--- config.mk ---
export PLATFORM = sky130hd
export DESIGN_NAME = prc_ctrl
export DESIGN_NICKNAME = d
export VERILOG_FILES = /design/src/rtl/prc_pkg.sv /design/src/rtl/prc_settle.sv /design/src/rtl/prc_line.sv /design/src/rtl/prc_regs.sv /design/src/rtl/prc_ctrl.sv
export SDC_FILE = /design/constraint.sdc
export NUM_CORES = 1
export LEC_CHECK = 0
export ABC_AREA = 0
export BUFFER_PORTS_ARGS = -buffer_cell sky130_fd_sc_hd__buf_2
export CAP_MARGIN = 20
export CORE_UTILIZATION = 35
export DETAILED_ROUTE_END_ITERATION = 6
export PLACE_DENSITY = 0.64
export SYNTH_ARGS = -nofsm -noshare
export SYNTH_HDL_FRONTEND = slang
export SYNTH_SLANG_ARGS = --single-unit
--- constraint.sdc ---
create_clock -name clk -period 1.6 [get_ports clk]
set_input_delay 0.16 -clock clk [delete_from_list [all_inputs] [get_ports clk]]
set_output_delay 0.16 -clock clk [all_outputs]
set_load 0.03 [all_outputs]
--- src/rtl/prc_pkg.sv ---
package prc_pkg;

    localparam int BUS_W  = 32;
    localparam int ADDR_W = 4;

    typedef enum logic [2:0] {
        SEL_RST_REQ  = 3'd0,
        SEL_CLK_STAT = 3'd1,
        SEL_RST_STAT = 3'd2,
        SEL_CLK_REQ  = 3'd3,
        SEL_NONE     = 3'd4
    } prc_sel_e;

    typedef struct packed {
        logic             en;
        logic             we;
        prc_sel_e         sel;
        logic [BUS_W-1:0] wdata;
    } prc_bus_req_t;

    // Map a byte address onto a register; the reduced map has no clock side.
    function automatic prc_sel_e prc_decode(input logic [ADDR_W-1:0] addr,
                                            input logic has_clock);
        prc_sel_e sel;
        sel = SEL_NONE;
        if (addr[1:0] == 2'b00) begin
            if (has_clock) begin
                sel = prc_sel_e'({1'b0, addr[3:2]});
            end else begin
                case (addr[3:2])
                    2'd0:    sel = SEL_RST_REQ;
                    2'd1:    sel = SEL_RST_STAT;
                    default: sel = SEL_NONE;
                endcase
            end
        end
        return sel;
    endfunction

endpackage

--- src/rtl/prc_settle.sv ---
module prc_settle #(
    parameter int SETTLE_CYCLES = 4
) (
    input  logic clk,
    input  logic rst,
    input  logic ack_i,
    output logic stat_o
);
    localparam int CNT_W = (SETTLE_CYCLES > 1) ? $clog2(SETTLE_CYCLES) : 1;
    localparam logic [CNT_W-1:0] LAST = CNT_W'(SETTLE_CYCLES - 1);

    logic [1:0]       sync_q;
    logic [CNT_W-1:0] cnt_q;

    always_ff @(posedge clk) begin
        if (rst) begin
            sync_q <= '0;
            cnt_q  <= '0;
            stat_o <= 1'b0;
        end else begin
            sync_q <= {sync_q[0], ack_i};
            if (sync_q[1] != stat_o) begin
                if (cnt_q == LAST) begin
                    stat_o <= sync_q[1];
                    cnt_q  <= '0;
                end else begin
                    cnt_q <= cnt_q + 1'b1;
                end
            end else begin
                cnt_q <= '0;
            end
        end
    end
endmodule

--- src/rtl/prc_line.sv ---
module prc_line #(
    parameter int SETTLE_CYCLES = 4,
    parameter int HAS_CLOCK     = 1
) (
    input  logic clk,
    input  logic rst,
    input  logic rst_ack_i,
    input  logic clk_ack_i,
    output logic rst_stat_o,
    output logic clk_stat_o
);
    prc_settle #(.SETTLE_CYCLES(SETTLE_CYCLES)) u_rst_side (
        .clk    (clk),
        .rst    (rst),
        .ack_i  (rst_ack_i),
        .stat_o (rst_stat_o)
    );

    generate
        if (HAS_CLOCK != 0) begin : g_clk_side
            prc_settle #(.SETTLE_CYCLES(SETTLE_CYCLES)) u_clk_side (
                .clk    (clk),
                .rst    (rst),
                .ack_i  (clk_ack_i),
                .stat_o (clk_stat_o)
            );
        end else begin : g_no_clk_side
            assign clk_stat_o = 1'b0;
        end
    endgenerate
endmodule

--- src/rtl/prc_regs.sv ---
module prc_regs
    import prc_pkg::*;
#(
    parameter int                   NUM_LINES  = 32,
    parameter logic [NUM_LINES-1:0] VALID_MASK = '1,
    parameter int                   HAS_CLOCK  = 1
) (
    input  logic                 clk,
    input  logic                 rst,
    input  prc_bus_req_t         bus_i,
    input  logic [NUM_LINES-1:0] rst_stat_i,
    input  logic [NUM_LINES-1:0] clk_stat_i,
    output logic [NUM_LINES-1:0] rst_req_o,
    output logic [NUM_LINES-1:0] clk_req_o,
    output logic [BUS_W-1:0]     rdata_o,
    output logic                 rvalid_o
);
    logic                 req_wr;
    logic [NUM_LINES-1:0] req_val;
    logic [BUS_W-1:0]     rd_next;

    assign req_wr  = bus_i.en && bus_i.we &&
                     (bus_i.sel == SEL_RST_REQ || bus_i.sel == SEL_CLK_REQ);
    assign req_val = bus_i.wdata[NUM_LINES-1:0] & VALID_MASK;

    always_ff @(posedge clk) begin
        if (rst) begin
            rst_req_o <= '0;
        end else if (req_wr) begin
            rst_req_o <= req_val;
        end
    end

    generate
        if (HAS_CLOCK != 0) begin : g_clk_req
            always_ff @(posedge clk) begin
                if (rst) begin
                    clk_req_o <= '0;
                end else if (req_wr) begin
                    clk_req_o <= req_val;
                end
            end
        end else begin : g_no_clk_req
            assign clk_req_o = '0;
        end
    endgenerate

    always_comb begin
        case (bus_i.sel)
            SEL_RST_REQ:  rd_next = BUS_W'(rst_req_o);
            SEL_CLK_REQ:  rd_next = BUS_W'(clk_req_o);
            SEL_RST_STAT: rd_next = BUS_W'(rst_stat_i & VALID_MASK);
            SEL_CLK_STAT: rd_next = BUS_W'(clk_stat_i & VALID_MASK);
            default:      rd_next = '0;
        endcase
    end

    always_ff @(posedge clk) begin
        if (rst) begin
            rdata_o  <= '0;
            rvalid_o <= 1'b0;
        end else begin
            rvalid_o <= bus_i.en && !bus_i.we;
            if (bus_i.en && !bus_i.we) begin
                rdata_o <= rd_next;
            end
        end
    end
endmodule

--- src/rtl/prc_ctrl.sv ---
module prc_ctrl
    import prc_pkg::*;
#(
    parameter int                   NUM_LINES     = 32,
    parameter logic [NUM_LINES-1:0] VALID_MASK    = 32'h0000_1F7F,
    parameter int                   SETTLE_CYCLES = 4,
    parameter int                   HAS_CLOCK     = 1
) (
    input  logic                 clk,
    input  logic                 rst,
    input  logic                 reg_en,
    input  logic                 reg_we,
    input  logic [3:0]           reg_addr,
    input  logic [31:0]          reg_wdata,
    output logic [31:0]          reg_rdata,
    output logic                 reg_rvalid,
    output logic [NUM_LINES-1:0] rst_n_o,
    output logic [NUM_LINES-1:0] clk_en_o,
    input  logic [NUM_LINES-1:0] rst_ack_i,
    input  logic [NUM_LINES-1:0] clk_ack_i,
    output logic [NUM_LINES-1:0] done_o
);
    prc_bus_req_t         bus;
    logic [NUM_LINES-1:0] rst_req;
    logic [NUM_LINES-1:0] clk_req;
    logic [NUM_LINES-1:0] rst_stat;
    logic [NUM_LINES-1:0] clk_stat;

    assign bus.en    = reg_en;
    assign bus.we    = reg_we;
    assign bus.sel   = prc_decode(reg_addr, HAS_CLOCK != 0);
    assign bus.wdata = reg_wdata;

    prc_regs #(
        .NUM_LINES  (NUM_LINES),
        .VALID_MASK (VALID_MASK),
        .HAS_CLOCK  (HAS_CLOCK)
    ) u_regs (
        .clk        (clk),
        .rst        (rst),
        .bus_i      (bus),
        .rst_stat_i (rst_stat),
        .clk_stat_i (clk_stat),
        .rst_req_o  (rst_req),
        .clk_req_o  (clk_req),
        .rdata_o    (reg_rdata),
        .rvalid_o   (reg_rvalid)
    );

    for (genvar i = 0; i < NUM_LINES; i++) begin : g_line
        if (VALID_MASK[i]) begin : g_present
            prc_line #(
                .SETTLE_CYCLES (SETTLE_CYCLES),
                .HAS_CLOCK     (HAS_CLOCK)
            ) u_line (
                .clk        (clk),
                .rst        (rst),
                .rst_ack_i  (rst_ack_i[i]),
                .clk_ack_i  (clk_ack_i[i]),
                .rst_stat_o (rst_stat[i]),
                .clk_stat_o (clk_stat[i])
            );
        end else begin : g_hole
            assign rst_stat[i] = 1'b0;
            assign clk_stat[i] = 1'b0;
        end
    end

    assign rst_n_o  = rst_req;
    assign clk_en_o = clk_req;
    assign done_o   = VALID_MASK & ~(rst_stat ^ rst_req) & ~(clk_stat ^ clk_req);
endmodule

# Word level (Yosys, flattened, before mapping)
# Index checks and enable logic that the tools add are counted.
[totals]
ff_bits = 165
latch_bits = 0
mem_bits_rw = 0
romBits = 0
in_bits = 104
output_inout_bits = 129
word_cells = 237
mem_count = 0
[op_classes]
n_addsub = 24
n_mul = 0
div_mod_pow = 0
order_cmp = 0
eq_ne = 51
shifts = 0
mux = 2
bitwise_logic = 29
reduce_logical = 56
[ops]
columns = ["op", "count"]
rows = [
  ["3-bit OR reduction", 24],
  ["2-bit by 1-bit adder with 2-bit output, second input constant", 24],
  ["2-bit equality test, second input constant", 24],
  ["2-bit AND reduction", 24],
  ["13-bit case mux with 3 select lines", 1],
  ["13-bit by 32-bit AND with 32-bit output", 1],
  ["13-bit inverter with 32-bit output", 1],
  ["13-bit bitwise XOR", 2],
  ["1-bit != test", 24],
  ["1-bit inverter", 24],
  ["13-bit inverter", 1],
  ["3-bit by 2-bit equality test with 1-bit output, second input constant", 2],
  ["3-bit by 1-bit equality test with 1-bit output, second input constant", 1],
  ["1-bit logical AND", 3],
  ["3-bit logical NOT", 1],
  ["3-bit 2-to-1 mux", 1],
  ["2-bit logical NOT", 1],
  ["2-bit OR reduction", 1],
  ["1-bit logical NOT", 1],
  ["1-bit logical OR", 1],
]

# Depth between registers and ports, before layout
[depth]
depth_word = 5
mapped_depth = 5
mapped_depth_nobuf = 4

# Cells and area by module
# Synthesis repeated with hierarchy kept, for this count alone.
[unflattened]
cells_unflattened = 564
area_unflattened_um2 = 6189.7
[modules_own_cells]
columns = ["mod", "n_inst", "cells_per_inst", "area_per_inst_um2", "seq_area_each_um2"]
rows = [
  ["prc_settle", 24, 13, 168.9, 100.1],
  ["prc_regs", 1, 190, 1697.9, 500.5],
  ["prc_ctrl", 1, 62, 437.9, 0.0],
]

# Worst setup path after synthesis
# OpenSTA, ideal clock, no wires.
[synth_timing]
path_kind = "input -> register"
startpoint = "in reg_addr[1]"
endpoint = "reg u_regs.rst_req_o[11]"
setup_time_ns = 0.117
t_arrival_ns = 1.176
required_time_ns = 1.483
setup_slack_ns = 0.307
path_stages = 5
cell_sequence = "or2_4 -> nor4_4 -> buf_6 -> mux2i_1 -> nor2_1"
[synth_between]
elab_chain_cells = 5
[synth_lines]
columns = ["item", "line_no", "source"]
rows = [
  ["start: declaration", "prc_ctrl.sv:13", "input logic [3:0] reg_addr,"],
  ["2-bit logical NOT (*)", "prc_pkg.sv:26", "if (addr[1:0] == 2'b00) begin"],
  ["3-bit 2-to-1 mux (*)", "prc_pkg.sv:26", ""],
  ["3-bit by 2-bit equality test with 1-bit output or 3-bit logical NOT (tied branches)", "prc_regs.sv:23", "(bus_i.sel == SEL_RST_REQ || bus_i.sel == SEL_CLK_REQ);"],
  ["1-bit logical OR (*)", "prc_regs.sv:23", ""],
  ["1-bit logical AND (*)", "prc_regs.sv:22", "assign req_wr = bus_i.en && bus_i.we &&"],
  ["end signal: assignment", "prc_regs.sv:30", "rst_req_o <= req_val;"],
  ["end: declaration", "prc_regs.sv:13", "output logic [NUM_LINES-1:0] rst_req_o,"],
]
# Mark *: on every way between the ends. The rest lies on a longest branch, timed or not.
# A chain may end at the register's enable or synchronous reset.

# Final worst setup path
[layout_timing]
startpoint = "reg g_line[12].g_present.u_line.g_clk_side.u_clk_side.stat_o"
endpoint = "out done_o[12]"
[layout_between]
elab_chain_cells = 3
[layout_lines]
columns = ["item", "line_no", "source"]
rows = [
  ["start: declaration", "prc_settle.sv:7", "output logic stat_o"],
  ["start signal: assignment", "prc_settle.sv:24", "stat_o <= sync_q[1];"],
  ["13-bit bitwise XOR", "prc_ctrl.sv:71", "assign done_o = VALID_MASK & ~(rst_stat ^ rst_req) & ~(clk_stat ^ clk_req);"],
  ["13-bit inverter with 32-bit output", "prc_ctrl.sv:71", ""],
  ["13-bit by 32-bit AND with 32-bit output", "prc_ctrl.sv:71", ""],
  ["end: declaration", "prc_ctrl.sv:21", "output logic [NUM_LINES-1:0] done_o"],
]
# Every way passes these cells.

==> load_flow_metrics.sql <==
INSERT INTO impl_metrics (metric_group, metric, value, unit) VALUES
('pwr', 'fin_total_pwr', '8.30', 'mW'),
('worst_hold_path', 'holdCritPathClass', 'in2reg', ''),
('pwr', 'power_density', '1140', 'nW/um2'),
('die', 'die_y', '132', 'um'),
('critical_path', 'criticalPathCategory', 'reg2out', ''),
('critical_path', 'timing.critical_path.to_type', 'primary output', ''),
('synth', 'syn-cell-area', '5890', 'um2'),
('pwr', 'ir_worst_vdd', '0.547', 'mV'),
('global_route', 'grt_use_total', '12.7', '%'),
('cts', 'number_of_h_tree_levels', '4', ''),
('cts', 'clock_insertion_delay_worst_skew', '0.42', 'ns'),
('synth', 'post-synth-top-count-cell', 'dfxtp_1', ''),
('cts', 'clockBufferDepth', '2', ''),
('synth', 'most_frequently_used_flop_master_after_synthesis', 'dfxtp_1', ''),
('cts', 'postCtsSetupBuffers', '0', ''),
('die', 'die_width', '132', 'um'),
('critical_path', 'cp_data_required_time', '1.44', 'ns'),
('pwr', 'p_leak', '3.16', 'nW'),
('die', 'floorplan.io_pins', '233', ''),
('placed_design', 'place_congestion', '0.705', ''),
('global_route', 'globalRoute.totalOverflow', '0', ''),
('global_route', 'grt_pass1_wl', '17.0', 'mm'),
('critical_path', 'setup.worst_path.start_class', 'register', ''),
('die', 'num_rows', '47', ''),
('finish', 'final_nets', '855', ''),
('timing', 'period_share', '96.4', '%'),
('timing', 'worstMarginPinSlew', '1.12', 'ns'),
('placed_design', 'dp_slack', '-0.348', 'ns'),
('global_route', 'number_of_global_route_vias_before_repair', '3573', ''),
('run', 'drv_cap', '0', ''),
('synth', 'synth.avg_cell_area', '9.78', 'um2'),
('drt', 'routed-wl-met2', '5.00', 'mm'),
('timing', 'fin_worst_skew', '0.00832', 'ns'),
('status', 'status', 'finished, final reports clean', ''),
('cts', 'cts-buffers-inserted', '17', ''),
('synth', 'yosysWarnings', '0', ''),
('cts', 'clock-root-buffer', 'clkbuf_16', ''),
('die', 'fp.dieArea', '17300', 'um2'),
('critical_path', 'worst-path-max-fanout', '5', ''),
('global_route', 'antenna_violations_before_repair', '0', ''),
('finish', 'antennaDiodeCount', '0', ''),
('timing', 'grt_setup_unrepaired', 'no', ''),
('synth', 'post_synth_num_cell_types', '25', ''),
('drt', 'routed-wl-met3', '631', 'um'),
('critical_path', 'worstPathArrival', '1.38', 'ns'),
('drt', 'detailedRoute.firstPassIterationCount', '7', ''),
('timing', 'hold_violations', '0', ''),
('finish', 'fill_cells', '1616', ''),
('drt', 'avgViaCountPerCell', '4.19', ''),
('cts', 'clk_transition_reported_paths', '0.06', 'ns'),
('timing', 'slew_headroom', '24.7', '%'),
('synth', 'syn-instance-count', '602', ''),
('drt', 'highest-signal-layer', 'met4', ''),
('cts', 'numClockSinks', '145', ''),
('drt', 'routed_wire_length_per_instance', '10.9', 'um'),
('synth', 'synth_area_leaders', 'dfxtp_1 49%, buf_4 12%, mux2i_1 6.1%, nor2_1 5.4%, ha_1 5.1%', ''),
('synth', 'synth-edff-count', '0', ''),
('drt', 'drt_drc_violations_left', '0', ''),
('synth', 'postSynth.asyncResetShare', '0', '%'),
('drt', 'wl', '10.4', 'mm'),
('timing', 'final_critical_path_setup_slack', '0.0570', 'ns'),
('timing', 'shortest_clock_period_the_worst_path_allows_after_layout', '1.54', 'ns'),
('drt', 'detailedRoute.firstIterationViolations', '182', ''),
('drt', 'via_count', '4020', ''),
('finish', 'area_growth_syn_to_layout', '23.3', '%'),
('synth', 'ys_seq_elements', '145', ''),
('timing', 'report.final.slew_viol_count', '0', ''),
('finish', 'layout-drive-gt1-share', '20.2', '%'),
('synth', 'ys_top_cells_by_count', '145 x dfxtp_1, 92 x buf_4, 84 x nor2_1', ''),
('timing', 'setup_viol', '0', ''),
('drt', 'drt-met1-wl', '4.65', 'mm'),
('drt', 'ant_nets', '0', ''),
('timing', 'finalSetupTns', '0', 'ns'),
('placed_design', 'port_buffers', '92', ''),
('placed_design', 'hpwlAfterDp', '6.98', 'mm'),
('synth', 'synth_top_area_cell', 'dfxtp_1', ''),
('die', 'design.core.area', '16500', 'um2'),
('global_route', 'largest_net_degree_at_the_start_of_global_routing', '62', ''),
('synth', 'synth_sequential_area_ratio', '49.3', '%'),
('synth', 'synth.top_cell.area_share', '49.3', '%'),
('timing', 'max_freq', '0.648', 'GHz'),
('cts', 'clock_tree_from_tritoncts', 'yes', ''),
('die', 'floorplan.initialDensity', '35.6', '%');
[layer usage]
metal	vias to the layer above	GRT usage (%)
met4	0	6.40
li1	2048	-
met2	136	20.8
met3	9	3.90
met5	-	0
met1	1827	15.1
[report_power, final]
part | leakage (nW) | internal (mW) | total [mW] | switching (mW)
Sequential | 1.19 | 3.69 | 3.73 | 0.0383
Clock | 0.294 | 2.50 | 3.94 | 1.43
Combinational | 1.68 | 0.201 | 0.633 | 0.432
[state kept, by name (all words and copies together), names as in the netlist]
register                                              flops
g_line.g_present.u_line.u_rst_side.sync_q                24
g_line.g_present.u_line.g_clk_side.u_clk_side.cnt_q      24
g_line.g_present.u_line.u_rst_side.cnt_q                 24
u_regs.rst_req_o                                         12
u_regs.rdata_o                                           12
g_line.g_present.u_line.u_rst_side.stat_o                12
u_regs.rvalid_o                                           1
g_line.g_present.u_line.g_clk_side.u_clk_side.stat_o     12
g_line.g_present.u_line.g_clk_side.u_clk_side.sync_q     24
[worst max-delay path, stage by stage (launching register included)]
cell     delay, ns
dfxtp_4       0.36
or3_4         0.38
nand2_2       0.09
buf_6         0.13
[per-stage QoR]
step	util, %	std cells	hold slack [ns]	instance area, um2
floorplan	-	681	0.248	6180
global placement	37.7	891	0.373	6230
detailed placement	37.7	891	0.370	6230
CTS	43.6	959	0.00652	7200
global route	43.9	959	0.0373	7260
finish	43.9	959	0.0254	7260
[repair_timing]
action / CTS / global route
pin swaps: 0 / 1
endpoints found under the hold margin: 36 / 0
gates resized for setup: 4 / 34
endpoints found under the setup margin: 3 / 12
hold buffers: 37 / 0
[kinds of logic after synthesis]
family          Yosys count  synth area share, %
buf+inv                 135                 14.7
other cells               1               0.0637
compound gates           25                 3.15
simple gates            212                 18.0
mux                      36                 6.12
xor+xnor                 24                 3.57
fa+ha+maj                24                 5.10
flops                   145                 49.3
[cell type report]
type | instances | area [um2] | area share [%]
tap | 220 | 275 | 3.79
clock buffer | 19 | 453 | 6.24
multi-input combinational | 401 | 2430 | 33.5
clock inverter | 12 | 140 | 1.93
sequential | 145 | 2920 | 40.2
inverter | 25 | 93.8 | 1.29
timing repair buffer | 137 | 943 | 13.0
[path summary, 6_finish.rpt]
path                                                                                 from                                                         to  slack (ns)  cells after the start
worst min-delay path                                                         reg_wdata[0]                           u_regs.rst_req_o[0]$_SDFFE_PP0P_        0.03                      3
worst min register to register                                                   register                                                   register        0.42                      1
worst max-delay path                                                             register                                                 done_o[12]        0.06                      3
worst max register to register  g_line[0].g_present.u_line.u_rst_side.cnt_q[0]$_SDFF_PP0_  g_line[0].g_present.u_line.u_rst_side.cnt_q[0]$_SDFF_PP0_        0.50                      3
[cell usage in the layout (no fill, tap or decap), types with 3 or more instances in the layout]
cell type,instances
buf_2,79
inv_1,25
xnor2_1,24
nor2b_1,48
a222oi_1,12
nand3_1,12
dfxtp_2,11
or3_1,35
o21ai_0,11
clkbuf_16,17
nor2_1,84
clkinv_2,7
nand2_1,23
ha_1,24
dfxtp_1,133
mux2i_1,36
buf_4,17
dlygate4sd3_1,37
bufinv_16,3
conb_1,80
Note: power is estimated with default switching activity, not from simulation.
